## src/rtl/mixcol_pkg.sv

```systemverilog
package mixcol_pkg;
    localparam int BYTE_W    = 8;
    localparam int COL_BYTES = 4;
    localparam int COL_W     = BYTE_W * COL_BYTES;
    localparam int DEEP_W    = 3 * BYTE_W;
    localparam logic [BYTE_W-1:0] RED_TAIL = 8'h1B;

    typedef logic [BYTE_W-1:0] byte_t;

    // products of one input byte with every constant either direction needs
    typedef struct packed {
        byte_t k01;
        byte_t k02;
        byte_t k03;
        byte_t k09;
        byte_t k0b;
        byte_t k0d;
        byte_t k0e;
    } prod_t;

    // one MSB-first step: shift left, fold bit 7 back through the tail
    function automatic byte_t dbl(input byte_t a);
        return {a[BYTE_W-2:0], 1'b0} ^ (a[BYTE_W-1] ? RED_TAIL : '0);
    endfunction
endpackage

```

## src/rtl/mc_shallow_stage.sv

```systemverilog
module mc_shallow_stage
    import mixcol_pkg::*;
(
    input  byte_t s_in,
    output byte_t lvl2_x2,
    output byte_t lvl2_x3
);
    // level 1 is the bare byte; level 2 branches on con bit 2
    always_comb begin
        lvl2_x2 = dbl(s_in);
        lvl2_x3 = dbl(s_in) ^ s_in;
    end
endmodule

```

## src/rtl/mc_deep_stage.sv

```systemverilog
module mc_deep_stage
    import mixcol_pkg::*;
(
    input  byte_t g_s,
    input  byte_t g_x2,
    input  byte_t g_x3,
    output byte_t k09,
    output byte_t k0b,
    output byte_t k0d,
    output byte_t k0e
);
    byte_t l3_a;
    byte_t l3_b;
    byte_t l3_c;
    byte_t l3_d;

    // level 3: one step from each level-2 node, with and without the add
    always_comb begin
        l3_a = dbl(g_x2);
        l3_b = dbl(g_x2) ^ g_s;
        l3_c = dbl(g_x3);
        l3_d = dbl(g_x3) ^ g_s;
    end

    // level 4: final step for the four inverse constants
    always_comb begin
        k09 = dbl(l3_a) ^ g_s;
        k0b = dbl(l3_b) ^ g_s;
        k0d = dbl(l3_c) ^ g_s;
        k0e = dbl(l3_d);
    end
endmodule

```

## src/rtl/mc_byte_mul.sv

```systemverilog
module mc_byte_mul
    import mixcol_pkg::*;
(
    input  byte_t              s_in,
    input  logic               dec_mode,
    output prod_t              prod,
    output logic [DEEP_W-1:0]  deep_in
);
    byte_t x2;
    byte_t x3;
    byte_t g_s;
    byte_t g_x2;
    byte_t g_x3;
    byte_t k09;
    byte_t k0b;
    byte_t k0d;
    byte_t k0e;

    mc_shallow_stage u_shallow (
        .s_in    (s_in),
        .lvl2_x2 (x2),
        .lvl2_x3 (x3)
    );

    // AND gating keeps levels 3 and 4 quiet in forward mode
    always_comb begin
        g_s  = s_in & {BYTE_W{dec_mode}};
        g_x2 = x2   & {BYTE_W{dec_mode}};
        g_x3 = x3   & {BYTE_W{dec_mode}};
    end

    mc_deep_stage u_deep (
        .g_s  (g_s),
        .g_x2 (g_x2),
        .g_x3 (g_x3),
        .k09  (k09),
        .k0b  (k0b),
        .k0d  (k0d),
        .k0e  (k0e)
    );

    always_comb begin
        prod.k01 = s_in;
        prod.k02 = x2;
        prod.k03 = x3;
        prod.k09 = k09;
        prod.k0b = k0b;
        prod.k0d = k0d;
        prod.k0e = k0e;
        deep_in  = {g_s, g_x2, g_x3};
    end
endmodule

```

## src/rtl/mc_xor_net.sv

```systemverilog
module mc_xor_net
    import mixcol_pkg::*;
(
    input  prod_t              prods [COL_BYTES],
    input  logic               dec_mode,
    output logic [COL_W-1:0]   mixed
);
    byte_t fwd [COL_BYTES];
    byte_t inv [COL_BYTES];

    generate
        for (genvar j = 0; j < COL_BYTES; j++) begin : g_row
            localparam int N1 = (j + 1) % COL_BYTES;
            localparam int N2 = (j + 2) % COL_BYTES;
            localparam int N3 = (j + 3) % COL_BYTES;
            always_comb begin
                fwd[j] = prods[j].k02 ^ prods[N1].k03 ^ prods[N2].k01 ^ prods[N3].k01;
                inv[j] = prods[j].k0e ^ prods[N1].k0b ^ prods[N2].k0d ^ prods[N3].k09;
                mixed[COL_W-1-j*BYTE_W -: BYTE_W] = dec_mode ? inv[j] : fwd[j];
            end
        end
    endgenerate
endmodule

```

## src/rtl/mixcol_unit.sv

```systemverilog
module mixcol_unit
    import mixcol_pkg::*;
(
    input  logic              clk,
    input  logic              rst_n,
    input  logic              in_valid,
    input  logic              in_decrypt,
    input  logic [31:0]       in_col,
    output logic              out_valid,
    output logic [31:0]       out_col
);
    prod_t                          prods [COL_BYTES];
    logic [COL_BYTES*DEEP_W-1:0]    deep_taps;
    logic [COL_W-1:0]               mixed;

    generate
        for (genvar i = 0; i < COL_BYTES; i++) begin : g_mul
            mc_byte_mul u_mul (
                .s_in     (in_col[COL_W-1-i*BYTE_W -: BYTE_W]),
                .dec_mode (in_decrypt),
                .prod     (prods[i]),
                .deep_in  (deep_taps[i*DEEP_W +: DEEP_W])
            );
        end
    endgenerate

    mc_xor_net u_net (
        .prods    (prods),
        .dec_mode (in_decrypt),
        .mixed    (mixed)
    );

    always_ff @(posedge clk) begin
        if (!rst_n) begin
            out_valid <= 1'b0;
            out_col   <= '0;
        end else begin
            out_valid <= in_valid;
            if (in_valid) begin
                out_col <= mixed;
            end
        end
    end
endmodule

```

## config.mk

```make
export PLATFORM = sky130hd
export DESIGN_NAME = mixcol_unit
export DESIGN_NICKNAME = d
export VERILOG_FILES = /design/src/rtl/mixcol_pkg.sv /design/src/rtl/mc_shallow_stage.sv /design/src/rtl/mc_deep_stage.sv /design/src/rtl/mc_byte_mul.sv /design/src/rtl/mc_xor_net.sv /design/src/rtl/mixcol_unit.sv
export SDC_FILE = /design/constraint.sdc
export NUM_CORES = 1
export LEC_CHECK = 0
export BUFFER_PORTS_ARGS = -buffer_cell sky130_fd_sc_hd__buf_2
export CORE_ASPECT_RATIO = 1.1
export CORE_MARGIN = 5
export CORE_UTILIZATION = 25
export CTS_CLUSTER_SIZE = 16
export DETAILED_ROUTE_END_ITERATION = 12
export GPL_TIMING_DRIVEN = 0
export PLACE_DENSITY = 0.42
export SETUP_SLACK_MARGIN = 0.4
export SYNTH_ARGS = -nofsm -noshare
export SYNTH_HDL_FRONTEND = slang
export SYNTH_SLANG_ARGS = --single-unit
```

## constraint.sdc

```tcl
create_clock -name clk -period 7.11 [get_ports clk]
set_clock_uncertainty 0.1 [all_clocks]
set_input_delay 1.422 -clock clk [delete_from_list [all_inputs] [get_ports clk]]
set_output_delay 1.422 -clock clk [all_outputs]
set_load 0.01 [all_outputs]
```

=== Word-level counts from Yosys, hierarchy flattened ===
Cells that the tools add are included.

* Bitwise gates (word level): 88
* Mux-type cells: 32

{| class="wikitable"
|+ Operators with widths
! kind !! count
|-
| XOR 8 bit || 52
|-
| XOR 8 x 5 -> 8 bit || 24
|-
| two-way mux 5 bit || 28
|-
| AND 8 bit || 12
|-
| two-way mux 8 bit || 4
|}

* Flip-flop bits (word level): 33
* Word-level logic and storage cells: 122
* Bits of input ports: 36

=== Longest topological paths before layout ===
* Depth after elaboration: 13
* Mapped depth: 7

=== Modules after synthesis ===
From an unflattened synthesis, not the netlist that was laid out.

* Cell total of the unflattened synthesis: 737
* Area, all modules: 7,154.4 um^2

{| class="wikitable"
|+ Modules (own cells, without submodules)
! module !! area each (um^2) !! cells an instance !! times used
|-
| mc_deep_stage || 516.7 || 50 || 4
|-
| mc_xor_net || 2,040.7 || 228 || 1
|-
| mixcol_unit || 1,270.0 || 105 || 1
|-
| mc_byte_mul || 255.2 || 34 || 4
|-
| mc_shallow_stage || 188.9 || 17 || 4
|}

=== Worst setup path before layout ===
No wires, ideal clock.

* Kind: in2reg
* From: in in_col[21]
* To: reg out_col[20]
* Data arrival time: 3.212 ns
* Cell stages on the path: 7
* Setup time: 0.079 ns
* Slack: 3.719 ns
* Required time: 6.931 ns
* Path through: buf_4 -> xnor3_1 -> xor3_1 -> xnor2_1 -> xnor3_1 -> and4_1 -> a211oi_2

* Longest elaborated chain between the ends: 11

{| class="wikitable"
|+ Ends and longest elaborated chain
! item !! line !! text
|-
| start, declared || mixcol_unit.sv:8 || <nowiki>input logic [31:0] in_col,</nowiki>
|-
| XOR 8 x 5 -> 8 bit || mixcol_pkg.sv:23 || <nowiki>return {a[BYTE_W-2:0], 1'b0} ^ (a[BYTE_W-1] ? RED_TAIL : '0);</nowiki>
|-
| XOR 8 bit || mc_shallow_stage.sv:11 || <nowiki>lvl2_x3 = dbl(s_in) ^ s_in;</nowiki>
|-
| AND 8 bit || mc_byte_mul.sv:29 || <nowiki>g_x3 = x3 & {BYTE_W{dec_mode}};</nowiki>
|-
| XOR 8 x 5 -> 8 bit || mixcol_pkg.sv:23 ||
|-
| XOR 8 bit || mc_deep_stage.sv:22 || <nowiki>l3_d = dbl(g_x3) ^ g_s;</nowiki>
|-
| two-way mux 5 bit || mixcol_pkg.sv:23 ||
|-
| XOR 8 x 5 -> 8 bit || mixcol_pkg.sv:23 ||
|-
| XOR 8 bit (3 in a row) || mc_xor_net.sv:18 || <nowiki>inv[j] = prods[j].k0e ^ prods[N1].k0b ^ prods[N2].k0d ^ prods[N3].k09;</nowiki>
|-
| two-way mux 8 bit || mc_xor_net.sv:19 || <nowiki>mixed[COL_W-1-j*BYTE_W -: BYTE_W] = dec_mode ? inv[j] : fwd[j];</nowiki>
|-
| end signal, assigned || mixcol_unit.sv:40 || <nowiki>out_col <= mixed;</nowiki>
|-
| end, declared || mixcol_unit.sv:10 || <nowiki>output logic [31:0] out_col</nowiki>
|}

Every way passes these cells.
A chain may end at the register's enable or synchronous reset.

=== Worst setup path in the final report ===
* From: in in_col[0]
* To: reg out_col[3]

* Longest elaborated chain between the ends: 10

{| class="wikitable"
|+ Ends and longest elaborated chain
! item !! line
|-
| XOR 8 x 5 -> 8 bit || mixcol_pkg.sv:23
|-
| XOR 8 bit || mc_shallow_stage.sv:11
|-
| AND 8 bit || mc_byte_mul.sv:29
|-
| XOR 8 x 5 -> 8 bit || mixcol_pkg.sv:23
|-
| XOR 8 bit || mc_deep_stage.sv:22
|-
| XOR 8 x 5 -> 8 bit || mixcol_pkg.sv:23
|-
| XOR 8 bit (3 in a row) || mc_xor_net.sv:18
|-
| two-way mux 8 bit || mc_xor_net.sv:19
|}

Every way passes these cells.

==> results.md <==
- Full die area: between 15000 and 20000 sq um
- # rows: 47
- Top cells by count, synth: xnor2_1, xor2_1, dfxtp_1, nor2_1, xnor3_1
- Fraction of registers with async set/reset: 0%
- Crit share post-route: approximately half
- Gr ovfl total: 0
- EDFF count, synth: 0
- Synth unique cells: 35
- Remaining DRCs: 0
- Post-CTS sizing: 0
- Crit path buffers/inverters: 1
- Mapped Nets: ~440
- CP Data Required Time: ~7.2 ns
- Synth Area in Adders: 0%
- Number of hold buffers added after cts: 0
- Mux share of post-synthesis cell area: approximately 1.1%
- Antenna-violating nets left: 0
- TNS Setup: 0 ns
- Post-synthesis simple-gate area fraction: under 10%
- Post-synthesis register bit count: 33
- RSZ-0062 raised after global routing: no
- MaxCap Viol Count: 0
- Layout fillers: around 1700
- Max IR drop VDD: 77.3 uV
- Drt via density: around 4.2
- XOR/XNOR Fraction of Synth Area: just over 60%
- Fin cells: between 600 and 700
- Initial antenna violation count: 0
- Ant. Diodes: 0
- Cell type with the largest total area after synthesis: xnor2_1
- # H-tree levels: 2
- Clock tree from TritonCTS: built
- Die Y: between 100 and 150 um
- Hold Crit Class: reg -> reg
- CP Max Fanout: 5
- Fraction of the yosys area taken by sequential cells: ~17%
- Largest net degree at the start of global routing: 11
- Post-CTS Repair Setup Buffers: 0
- First-pass GRT wire length: 17.8 mm
- Pre-Repair DR Iteration Count: 4
- DR WL/cell: 18.0 um
- Final setup viols: 0
- Warnings, synthesis: 0
- CP delay by family, top: XOR/XNOR gates
- Fin. max-slew vios: 0
- PortBufs: 44
- Nets: 493
- Synth Area per Inst: about 9.6 sq um
- Status: finished clean
- Leakage Power: between 1.5 and 2 nW
- Bufs on Longest Clock Path: 2
- Ports: 69
- Commonest register cell after synthesis: dfxtp_1
- Mapped Area: about 3900 sq um
- Count leader, synth: xnor2_1
- Ranking of synthesized cells by area: xnor2_1, dfxtp_1, xnor3_1
- Final wirelength: ~12 mm
- Detailed router's first-iteration violation count: around 130
- CP endpoint kind: flop
- Total CTS buffers: 5
- Initial core utilization: around a quarter
- Slew at the pin with the worst max-slew slack: roughly 0.8 ns
- Compound-Gate Fraction of Synth Area: under 10%
- Fin. Hold Viols: 0
- Pwr Density: about 250 nW/um^2
- Worst-path cell with the longest stage delay: xnor3_1
- All-Layer GR Usage: 13.0%
- Yosys top cell area share: approximately a third
- Sink Count: 33
- Clock Pin Slew Worst Setup and Hold Paths: roughly 0.05 ns
- Root Buffer: clkbuf_16
- Largest family of logic cells by synthesized area: XOR/XNOR gates
- Data arrival time of the worst path: 3.63 ns
- Post-DP HPWL: around 10 mm
- Min Tclk post-route: ~3.6 ns
- CP Cell Sequence: clkbuf_1, xnor3_2, xnor3_1, xor2_1, xnor3_1, mux2i_1, a21oi_1
- Max stage delay on crit path: 0.40 ns
- Most used cell, CP: xnor3_1
- Routed vias: between 2000 and 3000
- Core area: around 15000 sq um
- Setup CP Type: in -> reg
- Max transition margin: 46.0%
- Startpoint type of the worst setup path: input port
- Final GP Congestion: just over 0.8
- Clk_lat worst skew: roughly 0.28 ns
- Fmax: approximately 280 MHz
- Ratio of cells with drive above 1 in the final layout: around 17%
- Area grow syn2layout: 15.5%
- Placed cells: roughly 650
- DIE WIDTH: roughly 130 um
- Cell count after synthesis: about 410
- Vias in the first global route: between 2000 and 3000
==> path summary, 6_finish.rpt <==
check	slack [ns]	cells past startpoint	endpoint	startpoint
setup / recovery	3.52	7	out_col[3]	in_col[0]
hold reg to reg	0.38	2	out_col[24]	out_col[24]
setup reg to reg	6.22	2	out_col[22]	out_col[22]
hold / removal	0.38	2	out_col[24]	out_col[24]
==> area by class of cell <==
class,count,area (sq um),area share (%)
plain buffers,37,171,3.82
clock buffers,8,136,3.04
inverters,2,7.51,0.167
multi-input cells,334,3040,67.9
flip-flops and latches,33,661,14.7
well taps,196,245,5.47
repair buffers,44,220,4.91
==> layout by cell type (no fill, tap or decap), types with 2 or more instances in the layout <==
cell,n
or2_2,2
mux2i_1,3
o21ai_0,18
clkbuf_16,5
nand2b_1,5
nand2_1,13
a211oi_1,16
xnor3_1,27
nor3_1,2
clkbuf_1,21
xor2_1,36
nand3_1,2
a21oi_1,14
xnor2_2,2
buf_4,4
xnor3_4,2
buf_2,58
and4_1,2
dfxtp_1,33
nor2_1,28
xor3_1,4
xnor2_1,147
==> cell families after synthesis <==
| family | Yosys count |
|---|---|
| AOI/OAI and AO/OA | 54 |
| xor gates and xnor gates | 219 |
| buffers and inverters | 39 |
| DFF | 33 |
| muxes | 4 |
| and+or+nand+nor | 57 |
==> routing by layer <==
| layer | vias up | wire length, um | global-route usage (%) |
|---|---|---|---|
| li1 | 1411 | - | - |
| met2 | 58 | 5850 | 23.0 |
| met3 | 9 | 489 | 1.48 |
| met5 | - | 0 | 0 |
| met4 | 0 | 169 | 3.59 |
| met1 | 1291 | 5270 | 16.6 |
==> through the flow <==
step | util, % | total power, mW | cell area [sq um] | hold WS, ns | setup slack (ns)
after floorplan | - | 0.742 | 3880 | 0.403 | 3.72
after global placement | 28.7 | 0.907 | 4350 | 0.376 | 3.27
after detailed placement | 28.7 | 0.907 | 4350 | 0.377 | 3.27
after CTS | 29.6 | 1.12 | 4490 | 0.384 | 3.56
after global routing | 29.6 | 1.17 | 4490 | 0.403 | 3.48
final | 29.6 | 1.10 | 4490 | 0.380 | 3.52
==> registers in the layout, summed over array words and instances (netlist names) <==
name and cells:
out_col 32, out_valid 1
==> worst min-delay path: stages (launching register included) <==
cell and delay (ns):
dfxtp_1 0.30, nor2_1 0.08, a211oi_1 0.05
==> power breakdown <==
group          switching (mW)  internal (mW)  total [mW]  leakage (nW)
combinational           0.336          0.336       0.672          1.53
sequential             0.0139          0.216       0.229         0.275
clock                  0.0736          0.130       0.204        0.0652
(Power assumes the default switching activity.)
